`src/rtl/codec_mode_pkg.sv`:
```
package codec_mode_pkg;
  localparam int MODE_W    = 16;
  localparam int BIT_DIR   = 7;
  localparam int BIT_UNI   = 9;
  localparam int BIT_SWR   = 11;
  localparam int BIT_HPOL  = 12;
  localparam int BIT_IPOL  = 13;
  localparam int BIT_QBOX  = 14;
  localparam int BIT_STALL = 15;

  localparam logic [MODE_W-1:0] SWR_ONLY  = MODE_W'(1) << BIT_SWR;
  localparam logic [MODE_W-1:0] MODE_MASK =
    (MODE_W'(1) << BIT_DIR)  | (MODE_W'(1) << BIT_UNI)  | SWR_ONLY |
    (MODE_W'(1) << BIT_HPOL) | (MODE_W'(1) << BIT_IPOL) |
    (MODE_W'(1) << BIT_QBOX) | (MODE_W'(1) << BIT_STALL);
  localparam logic [MODE_W-1:0] MODE_RST  = (MODE_W'(1) << BIT_DIR) | SWR_ONLY;

  typedef enum logic [1:0] {
    SEQ_IDLE  = 2'd0,
    SEQ_RUN   = 2'd1,
    SEQ_DRAIN = 2'd2
  } seq_state_t;
endpackage

```
`src/rtl/codec_mode_reg.sv`:
```
module codec_mode_reg
  import codec_mode_pkg::*;
(
  input  logic              clk,
  input  logic              rst,
  input  logic              wr_en,
  input  logic [MODE_W-1:0] wr_data,
  output logic [MODE_W-1:0] mode_q,
  output logic              err_q
);
  logic [MODE_W-1:0] wr_clean;
  logic              others_change;
  logic              reject;
  logic              accept;

  always_comb begin
    wr_clean      = wr_data & MODE_MASK;
    others_change = |((wr_clean ^ mode_q) & ~SWR_ONLY);
    reject        = wr_en & ~mode_q[BIT_SWR] & others_change;
    accept        = wr_en & ~reject;
  end

  always_ff @(posedge clk) begin
    if (rst) begin
      mode_q <= MODE_RST;
      err_q  <= 1'b0;
    end else begin
      if (accept) mode_q <= wr_clean;
      if (reject) err_q  <= 1'b1;
    end
  end


  rsvd_zero_chk: assert property (@(posedge clk) disable iff (rst)
    (mode_q & ~MODE_MASK) == '0);

  guarded_drop_chk: assert property (@(posedge clk) disable iff (rst)
    (wr_en && !mode_q[BIT_SWR] && (((wr_data & MODE_MASK) ^ mode_q) & ~SWR_ONLY) != '0)
    |=> ($stable(mode_q) && err_q));

  err_sticky_chk: assert property (@(posedge clk) disable iff (rst)
    err_q |=> err_q);
endmodule

```
`src/rtl/codec_run_seq.sv`:
```
module codec_run_seq
  import codec_mode_pkg::*;
(
  input  logic clk,
  input  logic rst,
  input  logic swr,
  input  logic enc,
  input  logic vblank,
  input  logic field_end,
  output logic run_en
);
  seq_state_t state, nxt;

  always_comb begin
    nxt = state;
    unique case (state)
      SEQ_IDLE:  if (!swr) nxt = SEQ_RUN;
      SEQ_RUN:   if (swr) nxt = (enc && !vblank) ? SEQ_DRAIN : SEQ_IDLE;
      SEQ_DRAIN: if (field_end) nxt = SEQ_IDLE;
                 else if (!swr) nxt = SEQ_RUN;
      default:   nxt = SEQ_IDLE;
    endcase
  end

  always_ff @(posedge clk) begin
    if (rst) begin
      state  <= SEQ_IDLE;
      run_en <= 1'b0;
    end else begin
      state  <= nxt;
      run_en <= (nxt != SEQ_IDLE);
    end
  end


  hold_idle_chk: assert property (@(posedge clk) disable iff (rst)
    (state == SEQ_IDLE && swr) |=> !run_en);

  start_chk: assert property (@(posedge clk) disable iff (rst)
    (state == SEQ_IDLE && !swr) |=> run_en);

  quick_stop_chk: assert property (@(posedge clk) disable iff (rst)
    (state == SEQ_RUN && swr && (!enc || vblank)) |=> !run_en);

  drain_hold_chk: assert property (@(posedge clk) disable iff (rst)
    (state == SEQ_DRAIN && !field_end) |=> run_en);

  drain_end_chk: assert property (@(posedge clk) disable iff (rst)
    (state == SEQ_DRAIN && field_end) |=> !run_en);
endmodule

```
`src/rtl/codec_pin_pol.sv`:
```
module codec_pin_pol #(
  parameter int              NPIN    = 2,
  parameter logic [NPIN-1:0] RST_VAL = '0
) (
  input  logic            clk,
  input  logic            rst,
  input  logic [NPIN-1:0] raw,
  input  logic [NPIN-1:0] inv,
  output logic [NPIN-1:0] pin_q
);
  for (genvar i = 0; i < NPIN; i++) begin : g_pin
    always_ff @(posedge clk) begin
      if (rst) pin_q[i] <= RST_VAL[i];
      else     pin_q[i] <= raw[i] ^ inv[i];
    end
  end
endmodule

```
`src/rtl/codec_mode_ctrl.sv`:
```
module codec_mode_ctrl
  import codec_mode_pkg::*;
(
  input  logic              clk,
  input  logic              rst,
  input  logic              wr_en,
  input  logic [MODE_W-1:0] wr_data,
  input  logic              field_end,
  input  logic              vblank,
  input  logic              hblank,
  input  logic              irq_req,
  output logic [MODE_W-1:0] rd_data,
  output logic              enc_mode,
  output logic              unipolar,
  output logic              qbox_en,
  output logic              stall_en,
  output logic              run_en,
  output logic              proto_err,
  output logic              hsync_o,
  output logic              irq_o
);
  localparam int NPIN = 2;
  localparam logic [NPIN-1:0] PIN_RST = 2'b10;

  logic [MODE_W-1:0] mode_q;
  logic [NPIN-1:0]   pin_raw, pin_inv, pin_q;

  codec_mode_reg u_reg (
    .clk    (clk),
    .rst    (rst),
    .wr_en  (wr_en),
    .wr_data(wr_data),
    .mode_q (mode_q),
    .err_q  (proto_err)
  );

  codec_run_seq u_seq (
    .clk      (clk),
    .rst      (rst),
    .swr      (mode_q[BIT_SWR]),
    .enc      (mode_q[BIT_DIR]),
    .vblank   (vblank),
    .field_end(field_end),
    .run_en   (run_en)
  );

  always_comb begin
    pin_raw = {irq_req, hblank};
    pin_inv = {~mode_q[BIT_IPOL], mode_q[BIT_HPOL]};
  end

  codec_pin_pol #(.NPIN(NPIN), .RST_VAL(PIN_RST)) u_pins (
    .clk  (clk),
    .rst  (rst),
    .raw  (pin_raw),
    .inv  (pin_inv),
    .pin_q(pin_q)
  );

  assign hsync_o  = pin_q[0];
  assign irq_o    = pin_q[1];
  assign rd_data  = mode_q;
  assign enc_mode = mode_q[BIT_DIR];
  assign unipolar = mode_q[BIT_UNI];
  assign qbox_en  = mode_q[BIT_QBOX];
  assign stall_en = mode_q[BIT_STALL];


  hsync_pol_chk: assert property (@(posedge clk) disable iff (rst)
    (hblank && !mode_q[BIT_HPOL]) |=> hsync_o);

  irq_pol_chk: assert property (@(posedge clk) disable iff (rst)
    (irq_req && !mode_q[BIT_IPOL]) |=> !irq_o);
endmodule

```
`config.mk`:
```
export PLATFORM = sky130hd
export DESIGN_NAME = codec_mode_ctrl
export DESIGN_NICKNAME = d
export VERILOG_FILES = /design/src/rtl/codec_mode_pkg.sv /design/src/rtl/codec_mode_reg.sv /design/src/rtl/codec_run_seq.sv /design/src/rtl/codec_pin_pol.sv /design/src/rtl/codec_mode_ctrl.sv
export SDC_FILE = /design/constraint.sdc
export NUM_CORES = 1
export LEC_CHECK = 0
export ABC_AREA = 1
export BUFFER_PORTS_ARGS = -buffer_cell sky130_fd_sc_hd__buf_2
export CORE_ASPECT_RATIO = 0.75
export CORE_UTILIZATION = 40
export CTS_CLUSTER_DIAMETER = 200
export DETAILED_ROUTE_END_ITERATION = 10
export PLACE_DENSITY = 0.76
export SYNTH_ARGS = -nofsm -noshare
export SYNTH_HDL_FRONTEND = slang
export SYNTH_SLANG_ARGS = --single-unit
```
`constraint.sdc`:
```
create_clock -name clk -period 1.5 [get_ports clk]
set_input_delay 0.225 -clock clk [delete_from_list [all_inputs] [get_ports clk]]
set_output_delay 0.225 -clock clk [all_outputs]
set_load 0.01 [all_outputs]
```
==> impl_metrics.prom <==
# TYPE chip_impl_metric gauge
chip_impl_metric{name="synth-adder-area-share",unit=""} 0
chip_impl_info{name="class_of_the_tightest_hold_or_removal_check",value="input pin to register"} 1
chip_impl_metric{name="remaining_drc_errors",unit=""} 0
chip_impl_info{name="type_of_the_worst_setup_path",value="register to register"} 1
chip_impl_metric{name="synth_top_area_frac",unit=""} 0.3580
chip_impl_metric{name="fillCellCount",unit=""} 166
chip_impl_metric{name="clk_pin_slew_worst_paths",unit="ps"} 70
chip_impl_metric{name="yosys.area_share.simple",unit=""} 0.3029
chip_impl_metric{name="finalSetupViolations",unit=""} 0
chip_impl_metric{name="synth-xor-area-share",unit=""} 0.01205
chip_impl_metric{name="antenna_found_initial",unit=""} 0
chip_impl_metric{name="synthMuxAreaShare",unit=""} 0
chip_impl_metric{name="clock_sink_count",unit=""} 13
chip_impl_metric{name="timing.critical_path.slowest_cell_delay",unit="ps"} 380
chip_impl_info{name="critPathLaunchType",value="register"} 1
chip_impl_info{name="holdCritStartpoint",value="irq_req"} 1
chip_impl_metric{name="maximum_vdd_drop",unit="mV"} 0.6449
chip_impl_metric{name="wire_length_of_the_first_global_routing_pass",unit="um"} 2263
chip_impl_metric{name="postSynthAreaPerCell",unit="sq um"} 6.731
chip_impl_info{name="status",value="finished clean"} 1
chip_impl_metric{name="critPathRequiredTime",unit="ps"} 1660
chip_impl_metric{name="final_antenna_net_count",unit=""} 0
chip_impl_metric{name="final.setup_skew",unit="ps"} 11.71
chip_impl_metric{name="avgViaCountPerCell",unit=""} 4.275
chip_impl_metric{name="ys_ff_latch",unit=""} 13
chip_impl_metric{name="synth.cell_area",unit="sq um"} 726.9
chip_impl_info{name="critPathCaptureType",value="register"} 1
chip_impl_metric{name="cts_post_setup_buffers_inserted",unit=""} 0
chip_impl_metric{name="drt_iter0_drc",unit=""} 7
chip_impl_metric{name="grt_pass1_vias",unit=""} 522
chip_impl_metric{name="core.rowCount",unit=""} 12
chip_impl_info{name="synth_top_family_by_area",value="simple AND/OR/NAND/NOR gates"} 1
chip_impl_metric{name="placedCellCount",unit=""} 149
chip_impl_info{name="critical-path-slowest-cell",value="sky130_fd_sc_hd__dfxtp_1"} 1
chip_impl_metric{name="largest_driver_fanout_on_the_critical_path",unit=""} 13
chip_impl_metric{name="critical_path.n_buffers_inverters",unit=""} 1
chip_impl_metric{name="clock_latency",unit="ps"} 280
chip_impl_info{name="yosysTopAreaCell",value="sky130_fd_sc_hd__dfxtp_1"} 1
chip_impl_metric{name="die_h",unit="um"} 38.92
chip_impl_metric{name="place.detailed.hpwl",unit="um"} 1063
chip_impl_metric{name="tritoncts.num_buffers",unit=""} 3
chip_impl_metric{name="final_core_util",unit=""} 0.5228
chip_impl_metric{name="routed_wirelength",unit="um"} 1400
chip_impl_info{name="rsz0062_at_grt",value="no"} 1
chip_impl_metric{name="placeableCoreArea",unit="sq um"} 1592
chip_impl_metric{name="nNetsFinal",unit=""} 156
chip_impl_metric{name="drv.max_cap_violation_count",unit=""} 0
chip_impl_info{name="clock_tree_from_tritoncts",value="done"} 1
chip_impl_metric{name="worst-r2r-setup-slack",unit="ps"} 200
chip_impl_metric{name="number_of_pins_exceeding_their_max_slew_limit_in_the_final_report",unit=""} 0
chip_impl_metric{name="setup-tns-final",unit="ps"} 0
chip_impl_info{name="r2r_start",value="u_reg.mode_q[14]"} 1
chip_impl_metric{name="placed_area",unit="sq um"} 799.5
chip_impl_metric{name="power",unit="uW"} 776.5
chip_impl_metric{name="synthesis.yosys.warnings",unit=""} 0
chip_impl_metric{name="layout.cells.non_filler",unit=""} 153
chip_impl_info{name="yosys-top-cells-area",value="sky130_fd_sc_hd__dfxtp_1, sky130_fd_sc_hd__buf_4, sky130_fd_sc_hd__nand2_1, sky130_fd_sc_hd__inv_1, sky130_fd_sc_hd__nor2_1"} 1
chip_impl_metric{name="synth-compound-area-share",unit=""} 0.07917
chip_impl_metric{name="final_layout_size_suffix_gt1_frac",unit=""} 0.2727
chip_impl_info{name="crit-reg2reg-capture",value="u_reg.mode_q[13]"} 1
chip_impl_metric{name="antenna_cells",unit=""} 0
chip_impl_metric{name="area.sequential",unit="sq um"} 260.3
chip_impl_metric{name="synth_cell_type_count",unit=""} 18
chip_impl_info{name="hold-path-endpoint",value="u_pins.pin_q[1]"} 1
chip_impl_metric{name="start_util",unit=""} 0.4568
chip_impl_metric{name="clock_tree.htree_level_count",unit=""} 1
chip_impl_metric{name="whs_path_depth",unit=""} 2
chip_impl_metric{name="critical_path_arrival",unit="ps"} 1470
chip_impl_metric{name="grt_start_max_net_pins",unit=""} 15
chip_impl_metric{name="pwr_cell_area",unit="nW/um^2"} 933.3
chip_impl_metric{name="synth.yosys.seq_area_share",unit=""} 0.3580
chip_impl_info{name="timing.critical_path.max_delay_family",value="simple AND/OR/NAND/NOR gates"} 1
chip_impl_metric{name="finalWorstPathRequiredPeriod",unit="ps"} 1305
chip_impl_metric{name="routedWlPerCell",unit="um"} 9.150
chip_impl_metric{name="overflow",unit=""} 0
chip_impl_metric{name="multi_input_area",unit="sq um"} 325.3
chip_impl_metric{name="number_of_endpoints_with_negative_hold_slack_in_the_final_report",unit=""} 0
chip_impl_metric{name="die_width",unit="um"} 51.23
chip_impl_metric{name="ctsLongestPathBuffers",unit=""} 2
chip_impl_metric{name="vias",unit=""} 654
chip_impl_metric{name="syn_inst",unit=""} 108
chip_impl_metric{name="fp.dieArea",unit="sq um"} 1994
chip_impl_metric{name="design.portCount",unit=""} 47
chip_impl_info{name="critical_path.cell_chain",value="inv_1, nand2_1, o21ai_0, nor2_1, nand3_2, nand2_4, nand3_1, nand2_1, nor2_1"} 1
chip_impl_metric{name="io_buffer_count",unit=""} 28
chip_impl_metric{name="r2r_cells",unit=""} 9
chip_impl_metric{name="globalplace.congestion",unit=""} 0.8095
chip_impl_metric{name="flow.area_growth_from_synthesis",unit="%"} 14.46
chip_impl_info{name="clock_tree.root_cell",value="sky130_fd_sc_hd__clkbuf_4"} 1
chip_impl_metric{name="post-route-period-util",unit=""} 0.8698
chip_impl_metric{name="finalInstanceArea",unit="sq um"} 832.0
chip_impl_metric{name="first_drt_pass_iteration_count",unit=""} 4
chip_impl_metric{name="power.leakage",unit="nW"} 0.4737
chip_impl_metric{name="track_usage",unit=""} 0.1631
chip_impl_metric{name="max_clock_freq",unit="MHz"} 766.5
sequential cells by signal, indices dropped and copies added (netlist names):
signal        flops
u_seq.run_en      1
u_seq.state       2
u_reg.err_q       1
u_reg.mode_q      7
u_pins.pin_q      2
area by class of cell:
type                            instances  area share
Timing Repair Buffer                   28      0.1684
Clock inverter                          1    0.006015
Tap cell                               21     0.03158
Clock buffer                            3     0.02707
Inverter                               14     0.06316
Multi-Input combinational cell         73      0.3910
Sequential cell                        13      0.3128
report_power, final:
group          switching, mW  internal [mW]  total (mW)
logic                  0.101         0.0688       0.170
registers             0.0200          0.371       0.391
clock network          0.117         0.0988       0.216
cell usage after synthesis:
master                     instances
sky130_fd_sc_hd__nor2_2            1
sky130_fd_sc_hd__a21oi_1           8
sky130_fd_sc_hd__o21ai_0           2
sky130_fd_sc_hd__nand2_2           1
sky130_fd_sc_hd__dfxtp_1          13
sky130_fd_sc_hd__buf_6             1
sky130_fd_sc_hd__nand3_1           8
sky130_fd_sc_hd__xnor2_1           1
sky130_fd_sc_hd__buf_4            14
sky130_fd_sc_hd__nand2_1          26
sky130_fd_sc_hd__inv_1            14
sky130_fd_sc_hd__nor3_1            1
sky130_fd_sc_hd__clkbuf_4          1
sky130_fd_sc_hd__a211oi_1          1
sky130_fd_sc_hd__or2_2             1
sky130_fd_sc_hd__nor2_1           13
sky130_fd_sc_hd__nand3_2           1
sky130_fd_sc_hd__conb_1            1
worst max path at each step:
stage                     start               end  cells past startpoint
6_report       u_reg.mode_q[14]  u_reg.mode_q[13]                      9
5_1_grt        u_reg.mode_q[14]  u_reg.mode_q[13]                      9
4_1_cts        u_reg.mode_q[14]  u_reg.mode_q[13]                      9
3_5_place_dp   u_reg.mode_q[14]  u_reg.mode_q[13]                      9
3_3_place_gp   u_reg.mode_q[14]   u_reg.mode_q[7]                      9
2_1_floorplan  u_reg.mode_q[12]   u_reg.mode_q[7]                     10
routing by layer:
layer	global-route usage	vias up	wire length, um
li1	-	353	-
met1	0.1916	276	709
met2	0.2664	25	600
met3	0.08235	0	89
met4	0.04054	0	0
met5	0	-	0
cell families after synthesis:
| kind of cell | Yosys count |
|---|---|
| other | 1 |
| buffers and inverters | 30 |
| AO/OA/AOI/OAI | 11 |
| AND/OR/NAND/NOR | 52 |
| flip-flops | 13 |
| XOR/XNOR | 1 |
cell usage in the layout (no fill, tap or decap):
master                     netlist  final
sky130_fd_sc_hd__o21ai_0         2      2
sky130_fd_sc_hd__xnor2_1         1      1
sky130_fd_sc_hd__clkinv_2        0      1
sky130_fd_sc_hd__nor2_1         13     13
sky130_fd_sc_hd__or2_2           1      1
sky130_fd_sc_hd__clkbuf_4        1      3
sky130_fd_sc_hd__nand3_2         1      1
sky130_fd_sc_hd__conb_1          1      9
sky130_fd_sc_hd__nand2_1        26     26
sky130_fd_sc_hd__nor3_1          1      1
sky130_fd_sc_hd__inv_1          14     14
sky130_fd_sc_hd__a211oi_1        1      1
sky130_fd_sc_hd__nor2_2          1      1
sky130_fd_sc_hd__nand2_4         0      1
sky130_fd_sc_hd__dfxtp_1        13     13
sky130_fd_sc_hd__buf_2           0     28
sky130_fd_sc_hd__a21oi_1         8      8
sky130_fd_sc_hd__nand3_1         8      8
per-stage QoR:
stage | setup slack [ps] | hold slack [ps]
after CTS | 112.6 | 138.7
final | 195.4 | 146.3
after detailed placement | 163.2 | 432.5
after floorplan | 261.7 | 297.4
after global routing | 45.76 | 147.9
after global placement | 211.2 | 432.4
what timing repair did:
item	CTS	global route
resized for setup	0	1
hold buffers	0	0
setup endpoints to repair	0	1
(Power assumes the default switching activity.)
